<file path="config.mk">
export PLATFORM = sky130hd
export DESIGN_NAME = ref_timer
export DESIGN_NICKNAME = d
export VERILOG_FILES = /design/src/rtl/tmr_pkg.sv /design/src/rtl/tmr_prescaler.sv /design/src/rtl/tmr_counter.sv /design/src/rtl/tmr_events.sv /design/src/rtl/ref_timer.sv
export SDC_FILE = /design/constraint.sdc
export NUM_CORES = 1
export LEC_CHECK = 0
export BUFFER_PORTS_ARGS = -buffer_cell sky130_fd_sc_hd__buf_4
export CAP_MARGIN = 20
export CORE_ASPECT_RATIO = 0.8
export CORE_UTILIZATION = 40
export CTS_CLUSTER_SIZE = 24
export DETAILED_ROUTE_END_ITERATION = 10
export PLACE_DENSITY = 0.62
export SETUP_SLACK_MARGIN = 0.05
export SYNTH_ARGS = -nofsm -noshare
export SYNTH_HDL_FRONTEND = slang
export SYNTH_SLANG_ARGS = --single-unit
</file>
<file path="constraint.sdc">
create_clock -name clk -period 5.15 [get_ports clk]
set_input_delay 0.515 -clock clk [delete_from_list [all_inputs] [get_ports clk]]
set_output_delay 0.515 -clock clk [all_outputs]
set_load 0.005 [all_outputs]
</file>
<file path="src/rtl/tmr_pkg.sv">
`timescale 1ns/1ps
// Shared constants and types for the reference-compare timer.
// Assumes a word-addressed bus with four register slots.
package tmr_pkg;
    localparam int BUS_W  = 32;
    localparam int ADDR_W = 2;

    localparam logic [ADDR_W-1:0] A_MODE = 2'd0;
    localparam logic [ADDR_W-1:0] A_REF  = 2'd1;
    localparam logic [ADDR_W-1:0] A_CNT  = 2'd2;
    localparam logic [ADDR_W-1:0] A_EVT  = 2'd3;

    localparam int MB_RUN = 0;
    localparam int MB_DIV = 1;
    localparam int MB_RST = 2;
    localparam int MB_IEN = 3;

    localparam int EB_CAP = 0;
    localparam int EB_REF = 1;

    typedef struct packed {
        logic ien;
        logic restart;
        logic div16;
        logic run;
    } mode_t;
endpackage

</file>
<file path="src/rtl/tmr_prescaler.sv">
`timescale 1ns/1ps
// Tick generator: one tick per clock, or one per DIV clocks when the divided
// source is selected. Assumes div_sel is changed only while run is 0.
// The phase restarts from zero on start.
module tmr_prescaler #(
    parameter int DIV = 16
) (
    input  logic clk,
    input  logic rst_n,
    input  logic run,
    input  logic div_sel,
    input  logic start,
    output logic tick
);
    localparam int PW = (DIV > 1) ? $clog2(DIV) : 1;
    localparam logic [PW-1:0] LAST = PW'(DIV - 1);

    logic [PW-1:0] phase;

    // Advance the divider phase while running from the divided source.
    always_ff @(posedge clk) begin
        if (!rst_n)
            phase <= '0;
        else if (start)
            phase <= '0;
        else if (run && div_sel)
            phase <= (phase == LAST) ? '0 : phase + 1'b1;
    end

    // Tick output: every clock, or once each time the phase wraps.
    always_comb begin
        tick = run && (!div_sel || (phase == LAST));
    end

    // on the divided source two ticks never come back to back
    p_gap_r3: assert property (@(posedge clk) disable iff (!rst_n)
        (tick && div_sel && run) |=> (!tick || !div_sel));
endmodule

</file>
<file path="src/rtl/tmr_counter.sv">
`timescale 1ns/1ps
// Live up-counter with reference compare. In restart mode it returns to zero
// on the matching tick, otherwise it wraps at its maximum. Assumes ref_val
// and restart are stable while ticks occur.
module tmr_counter #(
    parameter int CNT_W = 16,
    parameter int REF_W = 32
) (
    input  logic             clk,
    input  logic             rst_n,
    input  logic             tick,
    input  logic             start,
    input  logic             restart,
    input  logic [REF_W-1:0] ref_val,
    output logic [CNT_W-1:0] cnt,
    output logic             match
);
    localparam int CMP_W = (REF_W > CNT_W) ? REF_W : CNT_W;

    // Match pulse: a tick while the counter equals the reference.
    always_comb begin
        match = tick && (CMP_W'(cnt) == CMP_W'(ref_val));
    end

    // Counter update: clear on start, step or wrap on each tick.
    always_ff @(posedge clk) begin
        if (!rst_n)
            cnt <= '0;
        else if (start)
            cnt <= '0;
        else if (tick) begin
            if (restart && match)
                cnt <= '0;
            else
                cnt <= cnt + 1'b1;
        end
    end

    // restart mode returns to zero after the matching tick
    p_wrap_r2: assert property (@(posedge clk) disable iff (!rst_n)
        (match && restart && !start) |=> (cnt == '0));
    // a non-returning tick increments by one (modulo the width)
    p_step_r4: assert property (@(posedge clk) disable iff (!rst_n)
        (tick && !start && !(match && restart)) |=> (cnt == CNT_W'($past(cnt) + 1'b1)));
    // without a tick the counter holds
    p_hold_r5: assert property (@(posedge clk) disable iff (!rst_n)
        (!tick && !start) |=> $stable(cnt));
    // enabling starts from zero
    p_start_r6: assert property (@(posedge clk) disable iff (!rst_n)
        start |=> (cnt == '0));
endmodule

</file>
<file path="src/rtl/tmr_events.sv">
`timescale 1ns/1ps
// Sticky reference event flag with write-one-to-clear; a match in the same
// cycle as a clear wins. The capture flag has no source and reads as zero.
module tmr_events (
    input  logic clk,
    input  logic rst_n,
    input  logic match,
    input  logic clr_ref,
    output logic cap_flag,
    output logic ref_flag
);
    // Reference flag: set on match, else cleared by a write of one.
    always_ff @(posedge clk) begin
        if (!rst_n)
            ref_flag <= 1'b0;
        else if (match)
            ref_flag <= 1'b1;
        else if (clr_ref)
            ref_flag <= 1'b0;
    end

    // Capture flag: present in the register, never raised.
    always_comb begin
        cap_flag = 1'b0;
    end

    // a match always leaves the flag set
    p_set_wins_r8: assert property (@(posedge clk) disable iff (!rst_n)
        match |=> ref_flag);
    // a clear without a match empties the flag
    p_clear_r7: assert property (@(posedge clk) disable iff (!rst_n)
        (clr_ref && !match) |=> !ref_flag);
    // the flag holds until cleared
    p_sticky_r7: assert property (@(posedge clk) disable iff (!rst_n)
        (ref_flag && !clr_ref) |=> ref_flag);
endmodule

</file>
<file path="src/rtl/ref_timer.sv">
`timescale 1ns/1ps
// Prescaled reference-compare timer, top level. Holds the mode and
// reference registers, decodes the single-cycle bus and muxes read data.
// Assumes REF_W <= 32 and CNT_W <= 32; writes take effect at the clock edge.
module ref_timer #(
    parameter int REF_W = 32,
    parameter int CNT_W = 16,
    parameter int DIV   = 16
) (
    input  logic        clk,
    input  logic        rst_n,
    input  logic        bus_sel,
    input  logic        bus_wr,
    input  logic [1:0]  bus_addr,
    input  logic [31:0] bus_wdata,
    output logic [31:0] bus_rdata,
    output logic        irq
);
    import tmr_pkg::*;

    mode_t             mode_q;
    logic [REF_W-1:0]  ref_q;
    logic [CNT_W-1:0]  cnt;
    logic              tick, match, start;
    logic              wr_mode, wr_ref, wr_evt, clr_ref;
    logic              cap_flag, ref_flag;

    // Write decode and the disabled-to-enabled start pulse.
    always_comb begin
        wr_mode = bus_sel && bus_wr && (bus_addr == A_MODE);
        wr_ref  = bus_sel && bus_wr && (bus_addr == A_REF);
        wr_evt  = bus_sel && bus_wr && (bus_addr == A_EVT);
        clr_ref = wr_evt && bus_wdata[EB_REF];
        start   = wr_mode && bus_wdata[MB_RUN] && !mode_q.run;
    end

    // Mode register: all control bits written together.
    always_ff @(posedge clk) begin
        if (!rst_n)
            mode_q <= '0;
        else if (wr_mode)
            mode_q <= mode_t'(bus_wdata[3:0]);
    end

    // Reference register.
    always_ff @(posedge clk) begin
        if (!rst_n)
            ref_q <= '0;
        else if (wr_ref)
            ref_q <= bus_wdata[REF_W-1:0];
    end

    tmr_prescaler #(.DIV(DIV)) u_pre (
        .clk     (clk),
        .rst_n   (rst_n),
        .run     (mode_q.run),
        .div_sel (mode_q.div16),
        .start   (start),
        .tick    (tick)
    );

    tmr_counter #(.CNT_W(CNT_W), .REF_W(REF_W)) u_cnt (
        .clk     (clk),
        .rst_n   (rst_n),
        .tick    (tick),
        .start   (start),
        .restart (mode_q.restart),
        .ref_val (ref_q),
        .cnt     (cnt),
        .match   (match)
    );

    tmr_events u_evt (
        .clk      (clk),
        .rst_n    (rst_n),
        .match    (match),
        .clr_ref  (clr_ref),
        .cap_flag (cap_flag),
        .ref_flag (ref_flag)
    );

    // Read mux, combinational on the address.
    always_comb begin
        case (bus_addr)
            A_MODE:  bus_rdata = BUS_W'(mode_q);
            A_REF:   bus_rdata = BUS_W'(ref_q);
            A_CNT:   bus_rdata = BUS_W'(cnt);
            default: bus_rdata = BUS_W'({ref_flag, cap_flag});
        endcase
    end

    // Level interrupt from the flag gated by its enable.
    always_comb begin
        irq = ref_flag && mode_q.ien;
    end

    // a stopped timer raises no new flag
    p_quiet_r5: assert property (@(posedge clk) disable iff (!rst_n)
        (!mode_q.run && !ref_flag && !start) |=> !ref_flag);
    // writes to the counter address leave the reference unchanged
    p_cnt_wr_r11: assert property (@(posedge clk) disable iff (!rst_n)
        (bus_sel && bus_wr && bus_addr == A_CNT) |=> $stable(ref_q));
endmodule

</file>
==> run_results.csv <==
group,metric,value,unit
sta,rsz0062_at_grt,"no",
worst_setup_path,endpoint_kind,"output pin",
floorplan,core-area,6600,µm²
global_route,grt_pass1_vias,2439,
synthesis,yosys.area_share.simple,27.1,%
clocking,cts_root_buffer,"clkbuf_8",
worst_setup_path,worst-path-max-fanout,30,
clocking,post_cts_resized,0,
cells_and_area,antenna_cells,0,
synthesis,synthFlopType,"dfxtp_1",
placed_design,gp_congestion,0.816,
floorplan,fp.dieW,95.9,µm
sta,finalHoldViolations,0,
clocking,cts_made_buffers,9,
synthesis,muxShareOfSynthArea,3.64,%
power_and_ir_drop,clockPowerShare,43.4,%
global_route,grt_usage,20.4,%
sta,max_slew_margin,31.9,%
sta,setup_viol,0,
clocking,clk_pin_slew,0.07,ns
cells_and_area,final_util,54.6,%
worst_setup_path,cpMostUsedCell,"buf_4",
worst_setup_path,cp_slowest_cell,"nor2b_2",
cells_and_area,drive_above_1_share,23.5,%
global_route,grt_pass1_wl,11.5,mm
clocking,clockBufferDepth,2,
synthesis,async_flop_share,0,%
synthesis,yosysWarningCount,0,
clocking,cts.sinks,57,
floorplan,start_util,42.7,%
worst_setup_path,crit_path_start_kind,"primary input",
clocking,htreeDepth,3,
synthesis,synth_compound_area_share,13.5,%
power_and_ir_drop,ir_drop,0.134,mV
cells_and_area,area_growth_syn_to_layout,27.8,%
synthesis,yosysUniqueCellTypes,31,
placed_design,portBuffers,70,
floorplan,num_rows,26,
synthesis,synth_top_family_by_area,"simple AND/OR/NAND/NOR gates",
route,routedWlPerCell,14.2,µm
cells_and_area,n_fill_cell,657,
floorplan,fp.dieH,77.1,µm
route,drt_iter0_markers,102,
run_status,outcome,"complete, no violations",
power_and_ir_drop,p_per_area,260,nW/µm²
worst_setup_path,worstPathCellList,"buf_4 > nor2b_2 > a22o_1 > buf_4",
cells_and_area,finalNonFillerCells,501,
floorplan,die_area,7390,µm²
sta,fmax,410,MHz
synthesis,ys_seq_area_share,40.5,%
sta,worst_pin_slew,1.02,ns
clocking,insertion_delay,0.33,ns
placed_design,place_ws,2.19,ns
sta,period_needed,2.44,ns
synthesis,ys_ff_latch,57,
synthesis,syn-cell-area,2820,µm²
clocking,cts_setup_buffers,0,
synthesis,synth-edff-count,0,
placed_design,dp.cells,484,
worst_hold_path,min-delay-path-class,"in2reg",
power_and_ir_drop,total_power,0.935,mW
route,drt_first_pass_iters,4,
synthesis,syn_inst,351,
worst_setup_path,required,4.64,ns
cells_and_area,nets,452,
clocking,hold_buffers,0,
route,wirelength,7.13,mm
clocking,cts_tree,"yes",
power_and_ir_drop,p_int,0.718,mW
placed_design,dp_hpwl,5.16,mm
power_and_ir_drop,p_sw_share,23.3,%
synthesis,synthXorXnorAreaFrac,9.94,%
power_and_ir_drop,seqPwrFrac,48.5,%
global_route,gr-total-overflow,0,
sta,slew_violations,0,
route,antenna_left,0,
job,drv_cap,0,
power_and_ir_drop,p_leak,1.40,nW
route,avgViaCountPerCell,5.12,
worst_setup_path,arrival,1.92,ns
synthesis,synth.avg_cell_area,8.03,µm²
sta,fin_ws,2.71,ns
power_and_ir_drop,power.switching,0.218,mW
global_route,grt_start_max_net_pins,33,
synthesis,syn_nets,391,
route,via_count,2563,
power_and_ir_drop,p_comb_share,8.2,%
worst_setup_path,path_class,"in2out",
floorplan,io_pins,71,
sta,finalSetupTns,0,ns
route,drc,0,
sta,fin_crit_sh,47.3,%
synthesis,synthAdderAreaFrac,0.887,%
worst_setup_path,cpPeakStageDelay,0.83,ns
sta,skew,0.00793,ns
global_route,grt_antenna_before_repair,0,
==> cells in the final DEF, fill, tap and decap left out, types with 7 or more instances in the layout <==
cell / synthesis / routed
nand2_1: 80 / 80
buf_4: 0 / 70
dfxtp_1: 57 / 57
a21oi_1: 39 / 39
nor2_1: 26 / 26
xnor2_1: 25 / 25
and2_1: 17 / 17
a22o_1: 12 / 12
nand4_1: 11 / 11
clkbuf_8: 0 / 10
nand3_1: 9 / 9
mux2i_1: 8 / 8
xor2_1: 7 / 7
==> registers in the layout, indices dropped and copies added (netlist names) <==
name / cells
mode_q: 4
ref_q: 32
u_cnt.cnt: 16
u_evt.ref_flag: 1
u_pre.phase: 4
==> cell families after synthesis <==
group | Yosys count
xor+xnor | 32
simple gates | 163
mux | 9
fa+ha+maj | 2
flops | 57
compound gates | 61
buf+inv | 27
==> synthesized netlist by cell type (3+ instances only) <==
master	number	area [µm²]
nand2_1	80	300
nor2_1	26	97.6
nand4_1	11	68.8
dfxtp_1	57	1140
buf_2	8	40.0
xor2_1	7	61.3
nand3_1	9	45.0
and3_1	3	18.8
a21oi_1	39	195
xnor2_1	25	219
o21ai_0	5	25.0
mux2i_1	8	80.1
nor4_1	5	31.3
and2_1	17	106
inv_1	4	15.0
a22o_1	12	105
clkbuf_1	13	48.8
==> layout make-up <==
type	instances	area [µm²]	area share [%]
Timing Repair Buffer	73	593	16.5
Clock inverter	6	57.6	1.60
Multi-Input combinational cell	267	1560	43.1
Inverter	4	15.0	0.417
Tap cell	84	105	2.92
Sequential cell	57	1140	31.7
Clock buffer	10	138	3.82
==> critical path, delay by kind of cell <==
kind | cells | cell delay (ns)
compound gates | 1 | 0.31
buf+inv | 2 | 0.26
simple gates | 1 | 0.83
==> final timing paths <==
| check | startpoint | to | slack (ns) | cells after the start |
|---|---|---|---|---|
| setup / recovery | bus_addr[0] | bus_rdata[8] | 2.71 | 4 |
| hold / removal | bus_wdata[20] | ref_q[20] | 0.42 | 3 |
| setup reg to reg | u_pre.phase[0] | u_cnt.cnt[14] | 3.03 | 6 |
| hold reg to reg | ref_q[31] | ref_q[31] | 0.47 | 2 |
==> power by group through the flow <==
stage / Sequential, mW / Clock, mW / Combinational, mW
2_1_floorplan: 0.461 / 0 / 0.0397
3_3_place_gp: 0.463 / 0 / 0.0710
3_5_place_dp: 0.463 / 0 / 0.0755
4_1_cts: 0.453 / 0.420 / 0.0757
5_1_grt: 0.454 / 0.434 / 0.0836
6_report: 0.453 / 0.406 / 0.0764
==> metrics by stage <==
step,hold WS (ns),cell area [µm²]
4_1_cts,0.409,3580
2_1_floorplan,0.444,2820
5_1_grt,0.419,3600
3_5_place_dp,0.458,3380
3_3_place_gp,0.456,3340
6_report,0.424,3600
==> metal layers <==
layer,vias to the layer above,global-route usage (%),wire length [µm]
met4,0,5.82,24
met1,1204,27.9,3610
met3,2,6.25,275
met5,-,0,0
li1,1307,-,-
met2,50,30.7,3220
Note: power is estimated with default switching activity, not from simulation.
